$ cat config.mk
export PLATFORM = sky130hd
export DESIGN_NAME = latched_timer_pair
export DESIGN_NICKNAME = d
export VERILOG_FILES = /design/src/rtl/ltp_pkg.sv /design/src/rtl/ltp_counter.sv /design/src/rtl/ltp_latch.sv /design/src/rtl/ltp_irq.sv /design/src/rtl/ltp_regs.sv /design/src/rtl/latched_timer_pair.sv
export SDC_FILE = /design/constraint.sdc
export NUM_CORES = 1
export LEC_CHECK = 0
export BUFFER_PORTS_ARGS = -buffer_cell sky130_fd_sc_hd__buf_2
export CAP_MARGIN = 20
export CELL_PAD_IN_SITES_DETAIL_PLACEMENT = 0
export CELL_PAD_IN_SITES_GLOBAL_PLACEMENT = 1
export CORE_ASPECT_RATIO = 0.6
export CORE_MARGIN = 4
export CORE_UTILIZATION = 44
export CTS_BUF_LIST = sky130_fd_sc_hd__clkbuf_16
export CTS_CLUSTER_SIZE = 10
export DETAILED_ROUTE_END_ITERATION = 12
export PLACE_DENSITY_LB_ADDON = 0.08
export SLEW_MARGIN = 20
export SYNTH_ARGS = -nofsm -noshare
export SYNTH_HDL_FRONTEND = slang
export SYNTH_HIERARCHICAL = 1
export SYNTH_SLANG_ARGS = --single-unit
export TNS_END_PERCENT = 50
$ cat constraint.sdc
create_clock -name clk -period 2.1 [get_ports clk]
set_input_delay 0.63 -clock clk [delete_from_list [all_inputs] [get_ports clk]]
set_output_delay 0.63 -clock clk [all_outputs]
set_load 0.05 [all_outputs]
$ cat src/rtl/ltp_pkg.sv
package ltp_pkg;

   localparam int BYTE_W = 8;
   localparam int ADDR_W = 4;
   localparam int FLAG_W = 7;

   // register offsets (bus decode)
   localparam logic [ADDR_W-1:0] OFS_T1_LO  = 4'd4;
   localparam logic [ADDR_W-1:0] OFS_T1_HI  = 4'd5;
   localparam logic [ADDR_W-1:0] OFS_LAT_LO = 4'd6;
   localparam logic [ADDR_W-1:0] OFS_LAT_HI = 4'd7;
   localparam logic [ADDR_W-1:0] OFS_T2_LO  = 4'd8;
   localparam logic [ADDR_W-1:0] OFS_T2_HI  = 4'd9;
   localparam logic [ADDR_W-1:0] OFS_MODE   = 4'd11;
   localparam logic [ADDR_W-1:0] OFS_FLAG   = 4'd13;
   localparam logic [ADDR_W-1:0] OFS_ENA    = 4'd14;

   // interrupt source bit positions
   localparam int BIT_SR = 2;
   localparam int BIT_T1 = 6;
   localparam logic [FLAG_W-1:0] SRC_MASK = FLAG_W'((1 << BIT_T1) | (1 << BIT_SR));

   // timer 1 mode field in mode register bits 7:6
   localparam logic [1:0] MODE_CONT = 2'b01;

   typedef struct packed {
      logic lo;
      logic hi;
   } byte_wr_t;

endpackage

$ cat src/rtl/ltp_counter.sv
module ltp_counter
   import ltp_pkg::*;
#(
   parameter int CNT_W   = 16,
   parameter int PART_W  = 8,
   parameter logic [CNT_W-1:0] RST_VAL = '1
) (
   input  logic              clk,
   input  logic              rst_n,
   input  logic              tick,
   input  byte_wr_t          wr,
   input  logic [PART_W-1:0] wbyte,
   input  logic [CNT_W-1:0]  reload,
   output logic [CNT_W-1:0]  count
);

   localparam int HI_W = CNT_W - PART_W;

   logic [CNT_W-1:0] count_q;
   logic [CNT_W-1:0] merged;
   logic             load;

   generate
      if (HI_W != PART_W) begin : g_bad_split
         $error("ltp_counter: CNT_W must be twice PART_W");
      end
   endgenerate

   assign load = wr.lo | wr.hi;

   always_comb begin
      merged = count_q;
      if (wr.lo) merged = {count_q[CNT_W-1:PART_W], wbyte};
      else if (wr.hi) merged = {wbyte, count_q[PART_W-1:0]};
   end

   always_ff @(posedge clk or negedge rst_n) begin
      if (!rst_n) begin
         count_q <= RST_VAL;
      end else if (load) begin
         count_q <= merged;
      end else if (tick) begin
         if (count_q == '0) count_q <= reload;
         else               count_q <= count_q - 1'b1;
      end
   end

   assign count = count_q;

endmodule

$ cat src/rtl/ltp_latch.sv
module ltp_latch
   import ltp_pkg::*;
#(
   parameter int CNT_W  = 16,
   parameter int PART_W = 8
) (
   input  logic              clk,
   input  logic              rst_n,
   input  byte_wr_t          wr,
   input  logic [PART_W-1:0] wbyte,
   output logic [CNT_W-1:0]  latch,
   output logic [CNT_W-1:0]  reload
);

   // zero encodes the full period of 2**CNT_W ticks
   logic [CNT_W-1:0] latch_q;

   always_ff @(posedge clk or negedge rst_n) begin
      if (!rst_n) begin
         latch_q <= '0;
      end else if (wr.lo) begin
         latch_q <= {latch_q[CNT_W-1:PART_W], wbyte};
      end else if (wr.hi) begin
         latch_q <= {wbyte, latch_q[PART_W-1:0]};
      end
   end

   assign latch  = latch_q;
   assign reload = latch_q - 1'b1;

endmodule

$ cat src/rtl/ltp_irq.sv
module ltp_irq
   import ltp_pkg::*;
(
   input  logic              clk,
   input  logic              rst_n,
   input  logic              t1_set,
   input  logic              sr_set,
   input  logic              t1_clr,
   input  logic              flag_wr,
   input  logic              ena_wr,
   input  logic [BYTE_W-1:0] wbyte,
   output logic [FLAG_W-1:0] flags,
   output logic [FLAG_W-1:0] enables,
   output logic              irq
);

   logic [FLAG_W-1:0] flags_q, ena_q;
   logic [FLAG_W-1:0] set_vec, clr_vec;

   always_comb begin
      set_vec         = '0;
      set_vec[BIT_T1] = t1_set;
      set_vec[BIT_SR] = sr_set;
      clr_vec         = flag_wr ? wbyte[FLAG_W-1:0] : '0;
      clr_vec[BIT_T1] = clr_vec[BIT_T1] | t1_clr;
   end

   always_ff @(posedge clk or negedge rst_n) begin
      if (!rst_n) begin
         flags_q <= '0;
         ena_q   <= SRC_MASK;
      end else begin
         flags_q <= ((flags_q & ~clr_vec) | set_vec) & SRC_MASK;
         if (ena_wr) begin
            if (wbyte[BYTE_W-1]) ena_q <= (ena_q | wbyte[FLAG_W-1:0]) & SRC_MASK;
            else                 ena_q <= ena_q & ~wbyte[FLAG_W-1:0];
         end
      end
   end

   assign flags   = flags_q;
   assign enables = ena_q;
   assign irq     = |(flags_q & ena_q);

endmodule

$ cat src/rtl/ltp_regs.sv
module ltp_regs
   import ltp_pkg::*;
#(
   parameter int CNT_W = 16
) (
   input  logic              clk,
   input  logic              rst_n,
   input  logic              bus_wr,
   input  logic              bus_rd,
   input  logic [ADDR_W-1:0] bus_addr,
   input  logic [BYTE_W-1:0] bus_wdata,
   input  logic [CNT_W-1:0]  t1_count,
   input  logic [CNT_W-1:0]  t2_count,
   input  logic [CNT_W-1:0]  t1_latch,
   input  logic [FLAG_W-1:0] flags,
   input  logic [FLAG_W-1:0] enables,
   input  logic              irq,
   output byte_wr_t [1:0]    cnt_wr,
   output byte_wr_t          lat_wr,
   output logic              flag_wr,
   output logic              ena_wr,
   output logic              t1_clr,
   output logic [BYTE_W-1:0] mode_q,
   output logic [BYTE_W-1:0] rdata
);

   logic mode_wr;

   always_comb begin
      cnt_wr[0].lo = bus_wr && (bus_addr == OFS_T1_LO);
      cnt_wr[0].hi = bus_wr && (bus_addr == OFS_T1_HI);
      cnt_wr[1].lo = bus_wr && (bus_addr == OFS_T2_LO);
      cnt_wr[1].hi = bus_wr && (bus_addr == OFS_T2_HI);
      lat_wr.lo    = bus_wr && (bus_addr == OFS_LAT_LO);
      lat_wr.hi    = bus_wr && (bus_addr == OFS_LAT_HI);
      mode_wr      = bus_wr && (bus_addr == OFS_MODE);
      flag_wr      = bus_wr && (bus_addr == OFS_FLAG);
      ena_wr       = bus_wr && (bus_addr == OFS_ENA);
      t1_clr       = (bus_rd && (bus_addr == OFS_T1_LO)) || cnt_wr[0].hi;
   end

   always_ff @(posedge clk or negedge rst_n) begin
      if (!rst_n)       mode_q <= '0;
      else if (mode_wr) mode_q <= bus_wdata;
   end

   always_comb begin
      unique case (bus_addr)
         OFS_T1_LO:  rdata = t1_count[BYTE_W-1:0];
         OFS_T1_HI:  rdata = t1_count[CNT_W-1:BYTE_W];
         OFS_LAT_LO: rdata = t1_latch[BYTE_W-1:0];
         OFS_LAT_HI: rdata = t1_latch[CNT_W-1:BYTE_W];
         OFS_T2_LO:  rdata = t2_count[BYTE_W-1:0];
         OFS_T2_HI:  rdata = t2_count[CNT_W-1:BYTE_W];
         OFS_MODE:   rdata = mode_q;
         OFS_FLAG:   rdata = {irq, flags};
         OFS_ENA:    rdata = {1'b1, enables};
         default:    rdata = '0;
      endcase
   end

endmodule

$ cat src/rtl/latched_timer_pair.sv
module latched_timer_pair
   import ltp_pkg::*;
#(
   parameter int CNT_W = 16
) (
   input  logic              clk,
   input  logic              rst_n,
   input  logic              tick_en,
   input  logic              bus_wr,
   input  logic              bus_rd,
   input  logic [3:0]        bus_addr,
   input  logic [7:0]        bus_wdata,
   output logic [7:0]        bus_rdata,
   input  logic              xfer_done,
   output logic              irq
);

   localparam int NUM_TMR = 2;

   generate
      if (CNT_W != 2 * BYTE_W) begin : g_bad_width
         $error("latched_timer_pair: CNT_W must span exactly two bus bytes");
      end
   endgenerate

   byte_wr_t [NUM_TMR-1:0] cnt_wr;
   byte_wr_t               lat_wr;
   logic [NUM_TMR-1:0][CNT_W-1:0] cnt;
   logic [NUM_TMR-1:0][CNT_W-1:0] rld;
   logic [CNT_W-1:0]  t1_count, t2_count, t1_latch, t1_reload;
   logic [FLAG_W-1:0] flags, enables;
   logic [BYTE_W-1:0] mode_q;
   logic flag_wr, ena_wr, t1_clr;
   logic t1_load, t1_expire, t1_cont;

   generate
      for (genvar i = 0; i < NUM_TMR; i++) begin : g_tmr
         if (i == 0) begin : g_reload_latch
            assign rld[i] = t1_reload;
         end else begin : g_reload_full
            assign rld[i] = '1;
         end
         ltp_counter #(
            .CNT_W  (CNT_W),
            .PART_W (BYTE_W)
         ) cnt_i (
            .clk    (clk),
            .rst_n  (rst_n),
            .tick   (tick_en),
            .wr     (cnt_wr[i]),
            .wbyte  (bus_wdata),
            .reload (rld[i]),
            .count  (cnt[i])
         );
      end
   endgenerate

   assign t1_count = cnt[0];
   assign t2_count = cnt[1];

   ltp_latch #(
      .CNT_W  (CNT_W),
      .PART_W (BYTE_W)
   ) latch_i (
      .clk    (clk),
      .rst_n  (rst_n),
      .wr     (lat_wr),
      .wbyte  (bus_wdata),
      .latch  (t1_latch),
      .reload (t1_reload)
   );

   assign t1_load   = cnt_wr[0].lo | cnt_wr[0].hi;
   assign t1_expire = tick_en && (t1_count == '0) && !t1_load;
   assign t1_cont   = (mode_q[BYTE_W-1:BYTE_W-2] == MODE_CONT);

   ltp_irq irq_i (
      .clk     (clk),
      .rst_n   (rst_n),
      .t1_set  (t1_expire && t1_cont),
      .sr_set  (xfer_done),
      .t1_clr  (t1_clr),
      .flag_wr (flag_wr),
      .ena_wr  (ena_wr),
      .wbyte   (bus_wdata),
      .flags   (flags),
      .enables (enables),
      .irq     (irq)
   );

   ltp_regs #(
      .CNT_W (CNT_W)
   ) regs_i (
      .clk       (clk),
      .rst_n     (rst_n),
      .bus_wr    (bus_wr),
      .bus_rd    (bus_rd),
      .bus_addr  (bus_addr),
      .bus_wdata (bus_wdata),
      .t1_count  (t1_count),
      .t2_count  (t2_count),
      .t1_latch  (t1_latch),
      .flags     (flags),
      .enables   (enables),
      .irq       (irq),
      .cnt_wr    (cnt_wr),
      .lat_wr    (lat_wr),
      .flag_wr   (flag_wr),
      .ena_wr    (ena_wr),
      .t1_clr    (t1_clr),
      .mode_q    (mode_q),
      .rdata     (bus_rdata)
   );

endmodule

After elaboration in Yosys (flattened, before gate mapping)

Index checks and enable logic that the tools add are counted.

Flip-flop bits (word level): 65
Latch bits: 0
Memory bits (writable): 0
Bits in read-only memories: 0
Input bits: 18
Output and inout bits: 9
Logic and storage cells: 78
Memories kept: 0

Add/subtract/negate cells: 3
Multipliers: 0
Divide/modulo/power cells: 0
Order comparisons: 0
Eq/ne operators: 16
Shift-type cells: 0
Multiplexer cells: 14
Bitwise operators: 11
Reduce and logical (&&, ||, !) cells: 25

Operator list:

| operator                                            | count |
|---|---|
| two-way mux 16 bit                                  | 10 |
| one-hot mux 8 bit (9 select lines)                  | 1 |
| subtractor 16 x 1 -> 16 bit (second input constant) | 3 |
| zero test 16 bit                                    | 2 |
| bitwise AND 7 bit                                   | 3 |
| == test 4 bit (second input constant)               | 5 |
| == test 4 x 3 -> 1 bit (second input constant)      | 4 |
| two-way mux 7 bit                                   | 2 |
| NOT 7 bit                                           | 2 |
| OR 7 bit                                            | 2 |
| logical AND 1 bit                                   | 13 |
| two-way mux 8 bit                                   | 1 |
| != test 2 bit (second input constant)               | 4 |
| OR reduction 7 bit                                  | 1 |
| AND reduction 2 bit                                 | 3 |
| AND reduction 3 bit                                 | 2 |
| != test 2 x 1 -> 1 bit (second input constant)      | 2 |
| nonzero test 2 bit                                  | 2 |
| OR 1 bit                                            | 3 |
| == test 2 x 1 -> 1 bit (second input constant)      | 1 |
| zero test 1 bit                                     | 1 |
| logical OR 1 bit                                    | 1 |
| NOT 1 bit                                           | 1 |

Logic depth before layout (Yosys ltp)

Gate-level depths: netlist of the first run.

Word-level depth: 7
Mapped depth: 10
Mapped depth without buffers: 8

Cells and area by module

The synthesis of the first run kept the hierarchy.

By module, submodules not included:

| module             | times used | cells an instance | area each (sq um) | seq. area each (sq um) |
|---|---|---|---|---|
| ltp_counter        | 2          | 163               | 1470.2            | 420.4 |
| ltp_regs           | 1          | 140               | 1094.8            | 200.2 |
| ltp_latch          | 1          | 77                | 890.9             | 400.4 |
| ltp_irq            | 1          | 35                | 391.6             | 227.7 |
| latched_timer_pair | 1          | 9                 | 61.3              | 0.0 |

Worst setup path before layout of the first run

OpenSTA, ideal clock, no wires.

Kind: input to register
From: in bus_addr[3]
To: reg g_tmr[0].cnt_i.count_q[9]
Library setup time: 105 ps
Arrival time: 2380 ps
Required time: 1995 ps
Slack: -385 ps
Cell stages on the path: 9
Cell sequence: buf_6 > nor2b_1 > buf_2 > nand2_1 > nor3_1 > clkbuf_1 > nor2_1 > and3_1 > a222oi_1

RTL lines:

| what                   | line                     | RTL |
|---|---|---|
| start: declaration     | latched_timer_pair.sv:11 | `input logic [3:0] bus_addr,` |
| end signal: assignment | ltp_counter.sv:41        | `count_q <= merged;` |
| end signal: assignment | ltp_counter.sv:43        | `if (count_q == '0) count_q <= reload;` |
| end signal: assignment | ltp_counter.sv:44        | `else count_q <= count_q - 1'b1;` |
| end: declaration       | ltp_counter.sv:19        | `logic [CNT_W-1:0] count_q;` |

Final worst setup path of the first run

From: in bus_addr[0]
To: out bus_rdata[2]

Longest elaborated chain between the ends: 2
Elaborated cells on any way between the ends: 10

Ends and longest elaborated chain:

| what                                                    | line                     | RTL |
|---|---|---|
| == test 4 bit or == test 4 x 3 -> 1 bit (tied branches) | ltp_regs.sv:48           | `unique case (bus_addr)` |
| one-hot mux 8 bit (9 select lines) *                    | ltp_regs.sv:48           |  |
| end: declaration                                        | latched_timer_pair.sv:13 | `output logic [7:0] bus_rdata,` |

Mark *: on every way between the ends. The rest lies on a longest branch, timed or not.

==> results.json, run 1 <==
{
  "hold_buffers": 0,
  "drtAntennaViolNets": 0,
  "critical_path_peak_fanout": 7,
  "ys_seq_elements": 65,
  "async_flop_share_pct": 100,
  "synth-edff-count": 0,
  "synth.area.top_cells": "dfstp_2, dfrtp_1, mux2_2, o21ai_0, and3_1",
  "critPathBufInv": 3,
  "grt_pass1_wl_mm": 31.3,
  "area_growth_pct": 33.9,
  "powerDensity_nw_per_um2": 1080,
  "violations": "negative setup slack",
  "die_area_um2": 14100,
  "post-route-period-util_pct": 120,
  "cts.clk_slew.worst_paths_ns": 0.06,
  "grt_start_max_net_pins": 66,
  "wl_mm": 20.7,
  "worstSetupEndpointType": "output pin",
  "cpLargestDelayFamily": "simple AND/OR/NAND/NOR gates",
  "yosys.area.top_type_share_pct": 16.6,
  "viasPerCell": 6.41,
  "drv_cap": 0,
  "ir_worst_vdd_uv": 449,
  "die_h_um": 93.6,
  "port_buffers": 26,
  "worst_slew_pin_slew_ns": 0.645,
  "p_leak_nw": 3.04,
  "synth_cell_type_count": 73,
  "dieWidth_um": 151,
  "finalMaxSlewViolations": 0,
  "worstPathArrival_ns": 1.90,
  "ys.flop_type": "dfstp_2",
  "initial_core_util_pct": 46.2,
  "synth_commonest_cells": "o21ai_0, nand2_1, dfstp_2, nor2_1, dfrtp_1",
  "dpl-instance-area_um2": 6550,
  "hold_viol_final": 0,
  "clock_sinks": 65,
  "ys_seq_area_share_pct": 31.0,
  "hp-class": "in2async",
  "critPathRequiredTime_ns": 1.47,
  "cts_tree": "yes",
  "nNetsFinal": 750,
  "fillers": 994,
  "r2r_setup_slack_ns": -0.10,
  "wire_per_inst_um": 23.2,
  "drc_errors": 0,
  "fmax_mhz": 396,
  "antenna_found_initial": 1,
  "dpl.hpwl_mm": 15.8,
  "pin_count": 27,
  "cp_slowest_cell": "or3_4",
  "synth_area_um2": 5380,
  "dr_total_vias": 5726,
  "clk_latency_ns": 0.34,
  "final_cell_area_um2": 7200,
  "grt-ovfl-total": 0,
  "num_rows": 30,
  "yosysMostFrequentCell": "o21ai_0",
  "cts_max_path_buffers": 2,
  "first_pass_iters": 5,
  "fin_total_pwr_w": 0.00780,
  "grt_pass1_vias": 5095,
  "synth.avg_cell_area_um2": 9.16,
  "startpoint_type": "input pin",
  "min_period_ns": 2.53,
  "synth_warnings": 6,
  "final-setup-viol-count": 9,
  "outcome": "finished, violations left",
  "numCtsBuffers": 9,
  "crit_path_max_incr_delay_ns": 0.36,
  "worstPathCellList": "buf_8 > buf_12 > and2_4 > a22oi_2 > o22ai_2 > or3_4 > buf_8",
  "use_met1_pct": 48.2,
  "htreeDepth": 3,
  "drt_iter0_drc": 726,
  "synth_top_area_cell": "dfstp_2",
  "gp_routability_congestion": 0.966,
  "dp_slack_ns": -0.571,
  "rsz0062_at_grt": "yes",
  "skew_ns": 0.00992,
  "met3_usage_pct": 11.3,
  "core_area_um2": 11600,
  "met2_usage_pct": 36.5,
  "drive_gt1_share_pct": 42.8,
  "path_class": "in2out",
  "setup_ws_ns": -0.426,
  "track_usage_pct": 29.7,
  "crit_top_cell": "buf_8",
  "syn-instance-count": 587,
  "root_buffer": "clkbuf_16",
  "grt_busiest_layer": "met1",
  "slew_headroom_pct": 56.8
}
## cell usage in the layout, fill, tap and decap left out, types with 9 or more instances in the layout
master       n
conb_1      21
nor4_1      10
dfstp_2     34
mux2_2      28
o22ai_1     11
a21oi_1     19
dfrtp_1     30
and3_1      23
nand3_1     23
xor2_1      12
nor2_1      32
o21ai_1     12
buf_12      10
o21ai_0     36
buf_4      114
inv_1       21
buf_2       13
nand2_1     37
clkbuf_16    9
o31ai_1     10
## worst paths after layout
path | to | depth (start not counted) | start
max | bus_rdata[2] | 7 | bus_addr[0]
max reg2reg | g_tmr[0].cnt_i/count[12]$_DFFE_PN1P_ | 7 | latch_i/latch[6]$_DFFE_PN0P_
min | irq_i/enables[1]$_DFFE_PN0P_ | 2 | rst_n
max in group asynchronous | g_tmr[1].cnt_i/count[9]$_DFFE_PN1P_ | 2 | rst_n
min reg2reg | irq_i/enables[4]$_DFFE_PN0P_ | 1 | irq_i/enables[4]$_DFFE_PN0P_
min in group clk | irq_i/flags[2]$_DFF_PN0_ | 2 | xfer_done
## area by class of cell
class | instances | area [µm²] | area share, %
Antenna cell | 1 | 2.50 | 0.0347
Clock buffer | 9 | 225 | 3.13
Clock inverter | 7 | 87.6 | 1.22
Inverter | 20 | 75.1 | 1.04
Multi-Input combinational cell | 479 | 3620 | 50.3
Sequential cell | 65 | 1670 | 23.2
Tap cell | 160 | 200 | 2.78
Timing Repair Buffer | 152 | 1320 | 18.3
## metrics by stage
stage	hold slack, ns	utilization [%]	std cells	setup TNS (ns)
6_report	0.309	61.9	893	-3.11
5_1_grt	0.329	61.9	892	-3.27
4_1_cts	0.327	60.6	888	-2.97
3_5_place_dp	0.469	56.3	872	-23.22
3_3_place_gp	0.466	56.3	872	-21.51
2_1_floorplan	0.334	-	606	-1.72
## cell families after synthesis
kind of cell             synth area share, %
multiplexers                            7.98
buffers and inverters                   7.79
AO/OA/AOI/OAI                           22.1
flip-flops                              31.0
AND/OR/NAND/NOR                         27.0
adder cells (fa/ha/maj)                 1.16
XOR/XNOR                                2.77
other                                  0.140
## sequential cells by signal, indices dropped and copies added, names as in the netlist, named ones only
register	flops
regs_i/mode_q	8
g_tmr.cnt_i/count	32
irq_i/flags	2
irq_i/enables	5
latch_i/latch	16
## routing by layer
metal	vias to the layer above	wire length, µm	share of wire, %
met4	4	113	0.55
met1	2820	10000	48
met2	356	7650	37
met5	-	59	0.28
met3	15	2850	14
li1	2531	-	-
## repair_timing
item | in CTS | in global routing
buffers inserted | 0 | 4
setup endpoints to repair | 45 | 29
gates resized for setup | 48 | 35
pin swaps | 14 | 14
## where the power goes
group / leakage (nW) / internal, W / switching (W) / total, W
clock: 0.154 / 0.00103 / 0.000595 / 0.00162
sequential: 0.740 / 0.00178 / 0.000663 / 0.00245
combinational: 2.14 / 0.00173 / 0.00200 / 0.00373
total: 3.04 / 0.00454 / 0.00326 / 0.00780
Note: power is estimated with default switching activity, not from simulation.
==> run 2, diff against run 1 <==
- CTS_BUF_LIST: sky130_fd_sc_hd__clkbuf_16 -> sky130_fd_sc_hd__clkbuf_4 sky130_fd_sc_hd__clkbuf_8 sky130_fd_sc_hd__clkbuf_16
==> results.json, run 2 (synthesis gave the netlist of run 1 again) <==
{
  "pin_count": 27,
  "hold_viol_final": 0,
  "skew_ns": 0.00913,
  "slew_headroom_pct": 58.8,
  "die_area_um2": 14100,
  "drv_cap": 0,
  "dpl.hpwl_mm": 15.8,
  "grt_start_max_net_pins": 66,
  "track_usage_pct": 29.7,
  "clk_latency_ns": 0.33,
  "fin_total_pwr_w": 0.00783,
  "hp-class": "in2async",
  "core_area_um2": 11600,
  "worstSetupEndpointType": "output pin",
  "viasPerCell": 6.35,
  "cts.clk_slew.worst_paths_ns": 0.06,
  "antenna_found_initial": 1,
  "multi_input_comb_area_um2": 3620,
  "critical_path_peak_fanout": 7,
  "htreeDepth": 3,
  "port_buffers": 26,
  "ir_worst_vdd_uv": 450,
  "cts_tree": "yes",
  "setup_ws_ns": -0.424,
  "rsz0062_at_grt": "yes",
  "crit_top_cell": "buf_8",
  "finalMaxSlewViolations": 0,
  "critPathRequiredTime_ns": 1.47,
  "cp_slowest_cell": "or3_4",
  "worstPathArrival_ns": 1.89,
  "grt_pass1_wl_mm": 31.3,
  "drc_errors": 0,
  "final-setup-viol-count": 9,
  "seqCellArea_um2": 1670,
  "first_pass_iters": 5,
  "die_h_um": 93.6,
  "path_class": "in2out",
  "nNetsFinal": 750,
  "initial_core_util_pct": 46.2,
  "cts_max_path_buffers": 2,
  "fmax_mhz": 396,
  "grt_pass1_vias": 5104,
  "num_rows": 30,
  "p_leak_nw": 3.03,
  "wire_per_inst_um": 23.2,
  "root_buffer": "clkbuf_16",
  "startpoint_type": "input pin",
  "worst_slew_pin_slew_ns": 0.615,
  "fillers": 991,
  "drtAntennaViolNets": 0,
  "grt-ovfl-total": 0,
  "dieWidth_um": 151,
  "largest_reg_flops": 32,
  "post-route-period-util_pct": 120,
  "crit_path_max_incr_delay_ns": 0.36,
  "min_period_ns": 2.52,
  "clock_sinks": 65,
  "drt_iter0_drc": 723,
  "final_common_cell": "buf_4",
  "rr_worst_depth": 7,
  "drive_gt1_share_pct": 43.2,
  "setup_tns_ns": -3.06,
  "violations": "negative setup slack",
  "r2r_setup_slack_ns": -0.07,
  "postLayoutCoreUtil_pct": 61.9,
  "hold_ws_ns": 0.311,
  "wl_mm": 20.8,
  "worstPathCellList": "buf_8 > buf_12 > and2_4 > a22oi_2 > o22ai_2 > or3_4 > buf_8",
  "area_growth_pct": 33.9,
  "final_cell_mix": "buf_4, nand2_1, o21ai_0",
  "numCtsBuffers": 9,
  "gp_routability_congestion": 0.966,
  "dr_total_vias": 5667,
  "outcome": "finished, violations left",
  "hold_buffers": 0,
  "dp_slack_ns": -0.571,
  "powerDensity_nw_per_um2": 1090
}
[run 2: critical path, delay by kind of cell]
family,cells,cell delay [ns]
and+or+nand+nor,2,0.54
buffers and inverters,3,0.38
AOI/OAI and AO/OA,2,0.33
[run 2: final timing paths]
kind | startpoint | to
setup / recovery | bus_addr[0] | bus_rdata[2]
hold / removal | rst_n | latch_i/latch[6]$_DFFE_PN0P_
setup reg to reg | latch_i/latch[6]$_DFFE_PN0P_ | g_tmr[0].cnt_i/count[12]$_DFFE_PN1P_
hold reg to reg | irq_i/enables[4]$_DFFE_PN0P_ | irq_i/enables[4]$_DFFE_PN0P_
max in group asynchronous | rst_n | asynchronous set/reset pin
min in group clk | xfer_done | irq_i/flags[2]$_DFF_PN0_
[run 2: layer usage]
layer	vias to the layer above	part of all wire, %	GRT usage, %
met1	2743	48	48.2
li1	2537	-	-
met2	365	37	36.7
met3	18	14	11.3
met4	4	0.63	3.17
met5	-	0.25	2.69
[run 2: cell type report]
type                       count  area share, %
multi-input combinational    479           50.2
sequential                    65           23.2
timing repair buffer         152           18.3
clock buffer                  11           3.33
tap                          160           2.78
clock inverter                 5           1.11
inverter                      20           1.04
antenna                        1         0.0347
[run 2: timing repair]
action,CTS,global route
pin swaps,15,13
endpoints found under the setup margin,45,29
buffers inserted,1,3
gates resized for setup,48,34
[run 2: where the power goes]
part	switching, W	internal, W
combinational	0.00200	0.00172
sequential	0.000664	0.00178
clock	0.000597	0.00107
[run 2: stage by stage]
stage,cells,cell area [µm²]
2_1_floorplan,606,5580
3_3_place_gp,872,6550
3_5_place_dp,872,6550
4_1_cts,889,7060
5_1_grt,892,7200
6_report,893,7200
==> run 3, diff against run 2 <==
- REMOVE_ABC_BUFFERS: unset -> 1
==> results.json, run 3 (synthesis gave the netlist of run 1 again) <==
{
  "track_usage_pct": 30.8,
  "die_area_um2": 14100,
  "postLayoutCoreUtil_pct": 63.5,
  "critPathRequiredTime_ns": 1.47,
  "clk_latency_ns": 0.35,
  "worst_slew_pin_slew_ns": 0.666,
  "first_pass_iters": 5,
  "initial_core_util_pct": 46.2,
  "port_buffers": 26,
  "placedCellCount": 879,
  "core_area_um2": 11600,
  "ir_worst_vdd_uv": 458,
  "cts_max_path_buffers": 2,
  "clock_sinks": 65,
  "pin_count": 27,
  "wl_mm": 20.7,
  "final_cell_mix": "buf_4, nand2_1, dfstp_2",
  "num_rows": 30,
  "fillers": 997,
  "numCtsBuffers": 9,
  "skew_ns": 0.00758,
  "worstPathCellList": "buf_8 > buf_8 > and2_4 > a22oi_2 > o22ai_2 > or3_4 > buf_8",
  "gp_routability_congestion": 0.939,
  "cp_slowest_cell": "or3_4",
  "drive_gt1_share_pct": 45.5,
  "dr_total_vias": 5651,
  "worstSetupEndpointType": "output pin",
  "drv_cap": 0,
  "slew_headroom_pct": 55.2,
  "crit_path_max_incr_delay_ns": 0.39,
  "viasPerCell": 6.23,
  "p_leak_nw": 3.12,
  "root_buffer": "clkbuf_16",
  "violations": "negative setup slack",
  "drtAntennaViolNets": 0,
  "dieWidth_um": 151,
  "cts.clk_slew.worst_paths_ns": 0.06,
  "largest_reg_flops": 32,
  "finalMaxSlewViolations": 0,
  "htreeDepth": 3,
  "final_common_cell": "buf_4",
  "crit_top_cell": "buf_8",
  "nNetsFinal": 765,
  "dpl-instance-area_um2": 6450,
  "worstPathArrival_ns": 1.89,
  "drt_iter0_drc": 616,
  "grt_start_max_net_pins": 66,
  "wire_per_inst_um": 22.9,
  "final_cell_area_um2": 7380,
  "hold_buffers": 0,
  "area_growth_pct": 37.3,
  "dpl.hpwl_mm": 15.2,
  "startpoint_type": "input pin",
  "critical_path_peak_fanout": 8,
  "rsz0062_at_grt": "yes",
  "powerDensity_nw_per_um2": 1070,
  "drc_errors": 0,
  "hp-class": "in2async",
  "grt_pass1_vias": 5625,
  "path_class": "in2out",
  "final_cells": 907,
  "outcome": "finished, violations left",
  "die_h_um": 93.6,
  "post-route-period-util_pct": 120,
  "setup_ws_ns": -0.424,
  "grt_pass1_wl_mm": 32.7,
  "cts_tree": "yes",
  "fmax_mhz": 396,
  "antenna_found_initial": 0,
  "antenna_cells": 0,
  "grt-ovfl-total": 0,
  "hold_viol_final": 0,
  "min_period_ns": 2.52,
  "final-setup-viol-count": 17
}
-- run 3: cell types whose count changed in the layout (fill, tap and decap cells not counted), sizes merged --
cell | previous run | this run
inv | 20 | 22
clkinvlp | 2 | 1
clkinv | 1 | 2
buf | 152 | 167
diode | 1 | 0
clkbuf | 11 | 9
-- run 3: report_power, final --
part | internal, W | total (W) | switching (W)
registers | 0.00178 | 0.00245 | 0.000666
clock network | 0.00105 | 0.00170 | 0.000646
logic | 0.00174 | 0.00373 | 0.00199
-- run 3: worst max-delay path: cells and delay by family --
kind,cells,cell delay (ns)
AOI/OAI and AO/OA,2,0.33
buffers and inverters,3,0.38
and+or+nand+nor,2,0.55
-- run 3: final timing paths --
path / cells after the start / endpoint / slack [ns] / start
setup / recovery: 7 / bus_rdata[2] / -0.42 / bus_addr[0]
hold / removal: 2 / irq_i/flags[2]$_DFF_PN0_ / 0.30 / rst_n
setup reg to reg: 7 / g_tmr[0].cnt_i/count[12]$_DFFE_PN1P_ / -0.01 / latch_i/latch[8]$_DFFE_PN0P_
hold reg to reg: 1 / irq_i/enables[4]$_DFFE_PN0P_ / 0.48 / irq_i/enables[4]$_DFFE_PN0P_
max in group asynchronous: 2 / g_tmr[0].cnt_i/count[7]$_DFFE_PN1P_ / 1.45 / rst_n
min in group clk: 2 / irq_i/flags[2]$_DFF_PN0_ / 0.46 / xfer_done
-- run 3: per-layer routing --
| layer | vias to the layer above | wire length [µm] | global-route usage, % |
|---|---|---|---|
| li1 | 2556 | - | - |
| met1 | 2738 | 9570 | 46.1 |
| met2 | 314 | 8110 | 40.3 |
| met3 | 43 | 2640 | 12.2 |
| met4 | 0 | 433 | 8.22 |
| met5 | - | 0 | 0 |
-- run 3: area by class of cell --
cell class                 instances  area, µm²  area share, %
clock inverter                     7        100           1.36
inverter                          20       78.8           1.07
timing repair buffer             167       1460           19.7
sequential                        65       1670           22.6
tap                              160        200           2.71
clock buffer                       9        225           3.05
multi-input combinational        479       3660           49.5
-- run 3: metrics by stage --
stage          total power, W  TNS [ns]  hold slack, ns  setup WS [ns]
2_1_floorplan         0.00422    -24.53           0.334         -0.868
3_3_place_gp          0.00570    -16.79           0.469         -0.588
3_5_place_dp          0.00576    -17.64           0.470         -0.565
4_1_cts               0.00764     -2.89           0.313         -0.411
5_1_grt               0.00830     -4.52           0.332         -0.460
6_report              0.00787     -3.42           0.304         -0.424
-- run 3: what timing repair did --
action	CTS	global route
gates resized for setup	87	53
buffers inserted	5	8
setup endpoints to repair	28	40
pin swaps	23	27
cloned	1	0
